### src/rtl/spec_abort_pkg.sv
package spec_abort_pkg;

  typedef enum logic [2:0] {
    CODE_NONE = 3'd0,
    CODE_CONT = 3'd1,
    CODE_EXPL = 3'd2,
    CODE_CAP  = 3'd3,
    CODE_DIS  = 3'd4,
    CODE_FAR  = 3'd5
  } abort_code_e;

  typedef enum logic [3:0] {
    ST_IDLE  = 4'd0,
    ST_SPEC  = 4'd1,
    ST_FLUSH = 4'd2,
    ST_STAT  = 4'd3,
    ST_INV   = 4'd4,
    ST_CLR   = 4'd5,
    ST_RAX   = 4'd6,
    ST_ZF    = 4'd7,
    ST_REST  = 4'd8
  } seq_state_e;

  // Priority: far > contention > capacity > disallowed > explicit.
  function automatic abort_code_e pick_code(
    input logic head_v, input logic ovf, input logic cnf,
    input logic abt, input logic prh, input logic irq, input logic far);
    logic hcnf, hovf, hprh, habt;
    hcnf = head_v & cnf;
    hovf = head_v & ovf;
    hprh = head_v & prh;
    habt = head_v & abt;
    if (far)              return CODE_FAR;
    else if (hcnf || irq) return CODE_CONT;
    else if (hovf)        return CODE_CAP;
    else if (hprh)        return CODE_DIS;
    else if (habt)        return CODE_EXPL;
    else                  return CODE_NONE;
  endfunction

  function automatic seq_state_e next_step(input seq_state_e s);
    case (s)
      ST_FLUSH: return ST_STAT;
      ST_STAT:  return ST_INV;
      ST_INV:   return ST_CLR;
      ST_CLR:   return ST_RAX;
      ST_RAX:   return ST_ZF;
      ST_ZF:    return ST_REST;
      default:  return ST_IDLE;
    endcase
  endfunction

endpackage

### src/rtl/spec_cause_sel.sv
module spec_cause_sel
  import spec_abort_pkg::*;
(
  input  logic        clk,
  input  logic        rst_n,
  input  logic        head_valid_i,
  input  logic        head_ovf_i,
  input  logic        head_cnf_i,
  input  logic        head_abt_i,
  input  logic        head_prh_i,
  input  logic        conflict_irq_i,
  input  logic        far_req_i,
  output abort_code_e code_o,
  output logic        hit_o
);

  assign code_o = pick_code(head_valid_i, head_ovf_i, head_cnf_i,
                            head_abt_i, head_prh_i, conflict_irq_i, far_req_i);
  assign hit_o  = (code_o != CODE_NONE);

  AST_FAR_NEEDS_REQ: assert property (@(posedge clk) disable iff (!rst_n)
    (code_o == CODE_FAR) |-> far_req_i);
  AST_HEAD_INVALID_QUIET: assert property (@(posedge clk) disable iff (!rst_n)
    (!head_valid_i && !conflict_irq_i && !far_req_i) |-> !hit_o);

endmodule

### src/rtl/spec_shadow_ckpt.sv
module spec_shadow_ckpt #(
  parameter int XLEN = 64
) (
  input  logic            clk,
  input  logic            rst_n,
  input  logic            cap_i,
  input  logic [XLEN-1:0] rip_i,
  input  logic [XLEN-1:0] rsp_i,
  output logic [XLEN-1:0] rip_o,
  output logic [XLEN-1:0] rsp_o
);

  logic [XLEN-1:0] rip_q, rsp_q;

  always_ff @(posedge clk or negedge rst_n) begin
    if (!rst_n) begin
      rip_q <= '0;
      rsp_q <= '0;
    end else if (cap_i) begin
      rip_q <= rip_i;
      rsp_q <= rsp_i;
    end
  end

  assign rip_o = rip_q;
  assign rsp_o = rsp_q;

  AST_CKPT_HOLD: assert property (@(posedge clk) disable iff (!rst_n)
    !cap_i |=> ($stable(rip_q) && $stable(rsp_q)));

endmodule

### src/rtl/spec_rollback_seq.sv
module spec_rollback_seq
  import spec_abort_pkg::*;
#(
  parameter int XLEN = 64
) (
  input  logic            clk,
  input  logic            rst_n,
  input  logic            start_i,
  input  logic            hit_i,
  input  abort_code_e     code_i,
  input  logic [XLEN-1:0] cur_rip_i,
  output seq_state_e      state_o,
  output logic            ckpt_cap_o,
  output logic            zf_o,
  output abort_code_e     code_o,
  output logic [XLEN-1:0] eip_o
);

  seq_state_e      st_q, st_d;
  logic            zf_q;
  abort_code_e     code_q;
  logic [XLEN-1:0] eip_q;
  logic            accept;

  assign ckpt_cap_o = start_i && (st_q == ST_IDLE);
  assign accept     = hit_i && (st_q == ST_SPEC);

  always_comb begin
    st_d = st_q;
    case (st_q)
      ST_IDLE: if (start_i) st_d = ST_SPEC;
      ST_SPEC: if (hit_i)   st_d = ST_FLUSH;
      default:              st_d = next_step(st_q);
    endcase
  end

  always_ff @(posedge clk or negedge rst_n) begin
    if (!rst_n) begin
      st_q   <= ST_IDLE;
      zf_q   <= 1'b0;
      code_q <= CODE_NONE;
      eip_q  <= '0;
    end else begin
      st_q <= st_d;
      if (ckpt_cap_o)          zf_q <= 1'b1;
      else if (st_q == ST_ZF)  zf_q <= 1'b0;
      if (accept) begin
        code_q <= code_i;
        eip_q  <= cur_rip_i;
      end
    end
  end

  assign state_o = st_q;
  assign zf_o    = zf_q;
  assign code_o  = code_q;
  assign eip_o   = eip_q;

  AST_ABORT_STARTS_FLUSH: assert property (@(posedge clk) disable iff (!rst_n)
    accept |=> (st_q == ST_FLUSH));
  AST_IDLE_NO_ABORT: assert property (@(posedge clk) disable iff (!rst_n)
    (st_q == ST_IDLE && !start_i) |=> (st_q == ST_IDLE));
  AST_ZF_UP_IN_SPEC: assert property (@(posedge clk) disable iff (!rst_n)
    (st_q == ST_SPEC) |-> zf_q);

endmodule

### src/rtl/spec_abort_ctrl.sv
module spec_abort_ctrl
  import spec_abort_pkg::*;
#(
  parameter int XLEN = 64
) (
  input  logic            clk,
  input  logic            rst_n,
  input  logic            region_start_i,
  input  logic [XLEN-1:0] start_next_rip_i,
  input  logic [XLEN-1:0] start_rsp_i,
  input  logic            head_valid_i,
  input  logic            head_ovf_i,
  input  logic            head_cnf_i,
  input  logic            head_abt_i,
  input  logic            head_prh_i,
  input  logic            conflict_irq_i,
  input  logic            far_req_i,
  input  logic [XLEN-1:0] cur_rip_i,
  output logic            flush_o,
  output logic            status_valid_o,
  output logic [2:0]      status_code_o,
  output logic            spec_inval_o,
  output logic            spec_bits_clr_o,
  output logic            rax_we_o,
  output logic [XLEN-1:0] rax_data_o,
  output logic            zf_o,
  output logic            in_spec_o,
  output logic            restore_we_o,
  output logic [XLEN-1:0] restore_rip_o,
  output logic [XLEN-1:0] restore_rsp_o,
  output logic            eip_we_o,
  output logic [XLEN-1:0] eip_data_o,
  output logic            redirect_o,
  output logic            exc_enter_o
);

  localparam int CODE_W = 3;
  localparam int PAD_W  = XLEN - CODE_W;

  abort_code_e     sel_code, held_code;
  logic            sel_hit, ckpt_cap, is_far;
  seq_state_e      state;

  spec_cause_sel u_cause (
    .clk            (clk),
    .rst_n          (rst_n),
    .head_valid_i   (head_valid_i),
    .head_ovf_i     (head_ovf_i),
    .head_cnf_i     (head_cnf_i),
    .head_abt_i     (head_abt_i),
    .head_prh_i     (head_prh_i),
    .conflict_irq_i (conflict_irq_i),
    .far_req_i      (far_req_i),
    .code_o         (sel_code),
    .hit_o          (sel_hit)
  );

  spec_rollback_seq #(.XLEN(XLEN)) u_seq (
    .clk        (clk),
    .rst_n      (rst_n),
    .start_i    (region_start_i),
    .hit_i      (sel_hit),
    .code_i     (sel_code),
    .cur_rip_i  (cur_rip_i),
    .state_o    (state),
    .ckpt_cap_o (ckpt_cap),
    .zf_o       (zf_o),
    .code_o     (held_code),
    .eip_o      (eip_data_o)
  );

  spec_shadow_ckpt #(.XLEN(XLEN)) u_ckpt (
    .clk   (clk),
    .rst_n (rst_n),
    .cap_i (ckpt_cap),
    .rip_i (start_next_rip_i),
    .rsp_i (start_rsp_i),
    .rip_o (restore_rip_o),
    .rsp_o (restore_rsp_o)
  );

  assign is_far          = (held_code == CODE_FAR);
  assign flush_o         = (state == ST_FLUSH);
  assign status_valid_o  = (state == ST_STAT);
  assign status_code_o   = held_code;
  assign spec_inval_o    = (state == ST_INV);
  assign spec_bits_clr_o = (state == ST_CLR);
  assign rax_we_o        = (state == ST_RAX);
  assign rax_data_o      = {{PAD_W{1'b0}}, held_code};
  assign in_spec_o       = (state != ST_IDLE);
  assign restore_we_o    = (state == ST_REST);
  assign eip_we_o        = restore_we_o && is_far;
  assign exc_enter_o     = restore_we_o && is_far;
  assign redirect_o      = restore_we_o && !is_far;

  AST_STEP_ORDER: assert property (@(posedge clk) disable iff (!rst_n)
    flush_o |=> status_valid_o);
  AST_STROBES_EXCLUSIVE: assert property (@(posedge clk) disable iff (!rst_n)
    $onehot0({flush_o, status_valid_o, spec_inval_o, spec_bits_clr_o,
              rax_we_o, restore_we_o}));
  AST_ZF_LOW_AT_RESTORE: assert property (@(posedge clk) disable iff (!rst_n)
    restore_we_o |-> !zf_o);
  AST_CODE_RANGE: assert property (@(posedge clk) disable iff (!rst_n)
    rax_we_o |-> (rax_data_o >= 1 && rax_data_o <= 5));
  AST_ONE_PATH: assert property (@(posedge clk) disable iff (!rst_n)
    restore_we_o |-> (redirect_o ^ exc_enter_o));
  AST_EIP_ONLY_FAR: assert property (@(posedge clk) disable iff (!rst_n)
    eip_we_o |-> (rax_data_o == XLEN'(5)));
  AST_LEAVE_SPEC: assert property (@(posedge clk) disable iff (!rst_n)
    restore_we_o |=> !in_spec_o);

endmodule

### config.mk
export PLATFORM = sky130hd
export DESIGN_NAME = spec_abort_ctrl
export DESIGN_NICKNAME = d
export VERILOG_FILES = /design/src/rtl/spec_abort_pkg.sv /design/src/rtl/spec_cause_sel.sv /design/src/rtl/spec_shadow_ckpt.sv /design/src/rtl/spec_rollback_seq.sv /design/src/rtl/spec_abort_ctrl.sv
export SDC_FILE = /design/constraint.sdc
export NUM_CORES = 1
export LEC_CHECK = 0
export ABC_AREA = 1
export ABC_CLOCK_PERIOD_IN_PS = 2300
export BUFFER_PORTS_ARGS = -buffer_cell sky130_fd_sc_hd__buf_4
export CAP_MARGIN = 20
export CORE_AREA = 2 2 181 183
export CTS_CLUSTER_SIZE = 10
export DETAILED_ROUTE_END_ITERATION = 8
export DIE_AREA = 0 0 183 185
export PLACE_DENSITY = 0.55
export SETUP_SLACK_MARGIN = 0.05
export SLEW_MARGIN = 20
export SYNTH_ARGS = -nofsm -noshare
export SYNTH_HDL_FRONTEND = slang
export SYNTH_SLANG_ARGS = --single-unit
### constraint.sdc
create_clock -name clk -period 2.3 [get_ports clk]
set_clock_uncertainty 0.05 [all_clocks]
set_input_delay 0.46 -clock clk [delete_from_list [all_inputs] [get_ports clk]]
set_output_delay 0.46 -clock clk [all_outputs]
set_load 0.01 [all_outputs]
==> results.py <==
metrics = {
    "drt": {
        "drt-initial-drc-count": 297,
        "vias_per_cell": 4.025,
        "drc": 0,
        "avgRoutedWirePerCell_um": 14.20,
        "routed_wl_mm": 25.11,
        "antenna_left": 0,
        "firstDrtPassIters": 5,
        "num_vias": 7116,
    },
    "pwr": {
        "power.density_nw_per_um2": 1281,
        "ir_drop_mv": 0.4776,
        "p_leak_nw": 7.030,
    },
    "global_routing": {
        "antenna_found_initial": 0,
        "grt.overflow.total": 0,
        "grt_pass1_vias": 6794,
        "grt_pass1_wl_mm": 38.30,
        "grt_max_degree": 138,
        "grt_util_all_layers": 0.1458,
    },
    "sta": {
        "fin_crit_sh": 0.9317,
        "tightest_slew_ns": 0.5563,
        "maxSlewViolCount": 0,
        "finalSetupTns_ns": 0,
        "slew-limit-headroom": 0.6291,
        "rsz0062_at_grt": "no",
        "fin_ws_ns": 0.1572,
        "fmax_ghz": 0.4667,
        "hold_viol": 0,
        "setup_viol": 0,
        "min_period_ns": 2.143,
    },
    "critical_path": {
        "worstPathMaxFanout": 6,
        "worstSetupPathType": "flip-flop to output port",
        "critPathRequiredTime_ns": 1.79,
        "arrival_ns": 1.63,
        "start_kind": "flip-flop",
        "rr_worst_depth": 7,
        "critPathCaptureType": "output port",
    },
    "status": {
        "status": "finished, final reports clean",
    },
    "placed_design": {
        "place_congestion": 0.8031,
        "dp.final_hpwl_mm": 18.75,
        "place_ws_ns": 0.4301,
        "io_buffers": 410,
        "place_area_um2": 11740,
        "post-place-cells": 1735,
    },
    "synthesis": {
        "yosys.area.top_type_share": 0.5962,
        "synth.largest_area_cell": "dfrtp_1",
        "synth.distinct_cells": 18,
        "synth-seq-area-share": 0.5962,
        "yosys_warnings": 0,
        "ys.flop_type": "dfrtp_1",
        "syn_area_um2": 8394,
        "synth_top_cells_by_count": "nand2_1, dfrtp_1, inv_1",
        "synth_most_common_cell": "nand2_1",
        "syn-instance-count": 953,
        "ys_ff_latch": 200,
        "async_reset_ff_frac": 1.000,
        "synth_area_per_cell_um2": 8.808,
        "synth_top_cells_by_area": "dfrtp_1, nand2_1, o21ai_0",
        "synth_edf_count": 0,
    },
    "finish": {
        "fin_util": 0.3862,
        "diodes": 0,
        "finalNonFillerCells": 1768,
        "n_fill_cell": 3326,
        "drive_gt1_frac": 0.3434,
        "multi_input_area_um2": 2415,
        "fin_area_um2": 12380,
        "syn2layout_area_growth_pct": 47.43,
        "fin_nets": 1549,
        "regArea_um2": 5005,
    },
    "floorplan": {
        "fp.dieH_um": 185,
        "pin_count": 472,
        "die_w_um": 183,
        "die_area_um2": 33860,
        "initial_utilization": 0.2620,
        "fp-row-count": 66,
        "design.core.area_um2": 32040,
    },
    "cts": {
        "clk_pin_slew_ns": 0.08,
        "cts_tree": "built",
        "cts_max_level": 4,
        "cts_made_buffers": 17,
        "cts_root_buf": "clkbuf_16",
        "clk_latency_ns": 0.44,
        "postCtsSetupRepairBufs": 0,
        "cts.sinks": 200,
        "clock_path_buffers": 2,
    },
    "hold_path": {
        "hold_path_class": "primary input to flip-flop",
        "worstHoldPathCells": 3,
    },
    "job": {
        "max_cap_violations": 0,
    },
}
==> flip-flops by register name, summed over array words and instances (netlist names) <==
register / cells
u_ckpt.rip_o: 64
u_seq.code_o: 3
u_seq.eip_o: 64
u_seq.zf_o: 1
u_seq.state_o: 4
u_ckpt.rsp_o: 64
==> critical path, cell delays in order, from the launching register on <==
cell and delay (ns):
dfrtp_1 0.48, nor2_4 0.20, nand3_1 0.18, a31oi_1 0.19, buf_4 0.14
==> report_power, final <==
group          switching, mW  internal [mW]  leakage (nW)
sequential             0.926           5.13          2.51
combinational           3.45           3.15          4.23
clock                   1.41           1.79         0.292
total                   5.78           10.1          7.03
==> what timing repair did <==
| item | 4_1_cts | 5_1_grt |
|---|---|---|
| endpoints found under the setup margin | 3 | 2 |
| hold buffers | 1 | 0 |
| hold endpoints to repair | 48 | 0 |
| resized for setup | 2 | 1 |
==> metal layers <==
layer,vias to the layer above,share of wire,global-route usage,wire length (µm)
li1,3584,-,-,-
met1,3277,0.42,0.1852,10570
met2,235,0.51,0.2452,12850
met3,20,0.052,0.03303,1308
met4,0,0.015,0.05024,375
met5,-,0,0,0
==> cells in the final DEF, fill, tap and decap left out, types with 2 or more instances in the layout <==
master      synthesis  final
dfrtp_1           200    200
clkinvlp_4          0      4
bufinv_16           0      3
clkbuf_8            0      3
clkbuf_16           0     17
inv_6               0      3
nand2_1           276    274
conb_1              1     61
a21oi_1             3      3
nor2_1              9      7
nor3_1              3      3
inv_1             138    138
nand3_1            74     73
buf_4              65    421
nand2_2             0      2
o21ai_0           129    129
buf_12              0      6
==> area by class of cell <==
| class | instances | share of cell area |
|---|---|---|
| well taps | 408 | 0.04125 |
| clock inverters | 12 | 0.01314 |
| multi-input cells | 560 | 0.1951 |
| flip-flops and latches | 200 | 0.4044 |
| repair buffers | 429 | 0.2670 |
| inverters | 139 | 0.04216 |
| clock buffers | 20 | 0.03690 |
==> worst paths after layout <==
check | startpoint | to | slack, ns
worst max-delay path | u_seq.state_o[1] | redirect_o | 0.16
worst min-delay path | cur_rip_i[54] | u_seq.eip_o[54] | 0.19
worst max register to register | u_seq.state_o[3] | u_seq.state_o[1] | 0.73
worst min register to register | u_seq.eip_o[6] | u_seq.eip_o[6] | 0.42
max in group asynchronous | rst_n | u_seq.eip_o[25] | 0.96
min in group asynchronous | rst_n | u_seq.eip_o[45] | 0.53
==> through the flow <==
step | power (mW) | hold WS (ns)
2_1_floorplan | 9.141 | 0.1144
3_5_place_dp | 12.83 | 0.4097
6_report | 15.85 | 0.1917
3_3_place_gp | 12.71 | 0.4069
4_1_cts | 16.12 | 0.1534
5_1_grt | 17.09 | 0.1692
==> kinds of logic (layout without fill, tap and decap cells) <==
group	count (synthesis)	count (layout)	share of synthesized area
and+or+nand+nor	365	365	0.1768
buffers and inverters	253	600	0.1462
AOI/OAI and AO/OA	134	134	0.08034
other	1	61	0.0004467
DFF	200	200	0.5962
(Power assumes the default switching activity.)
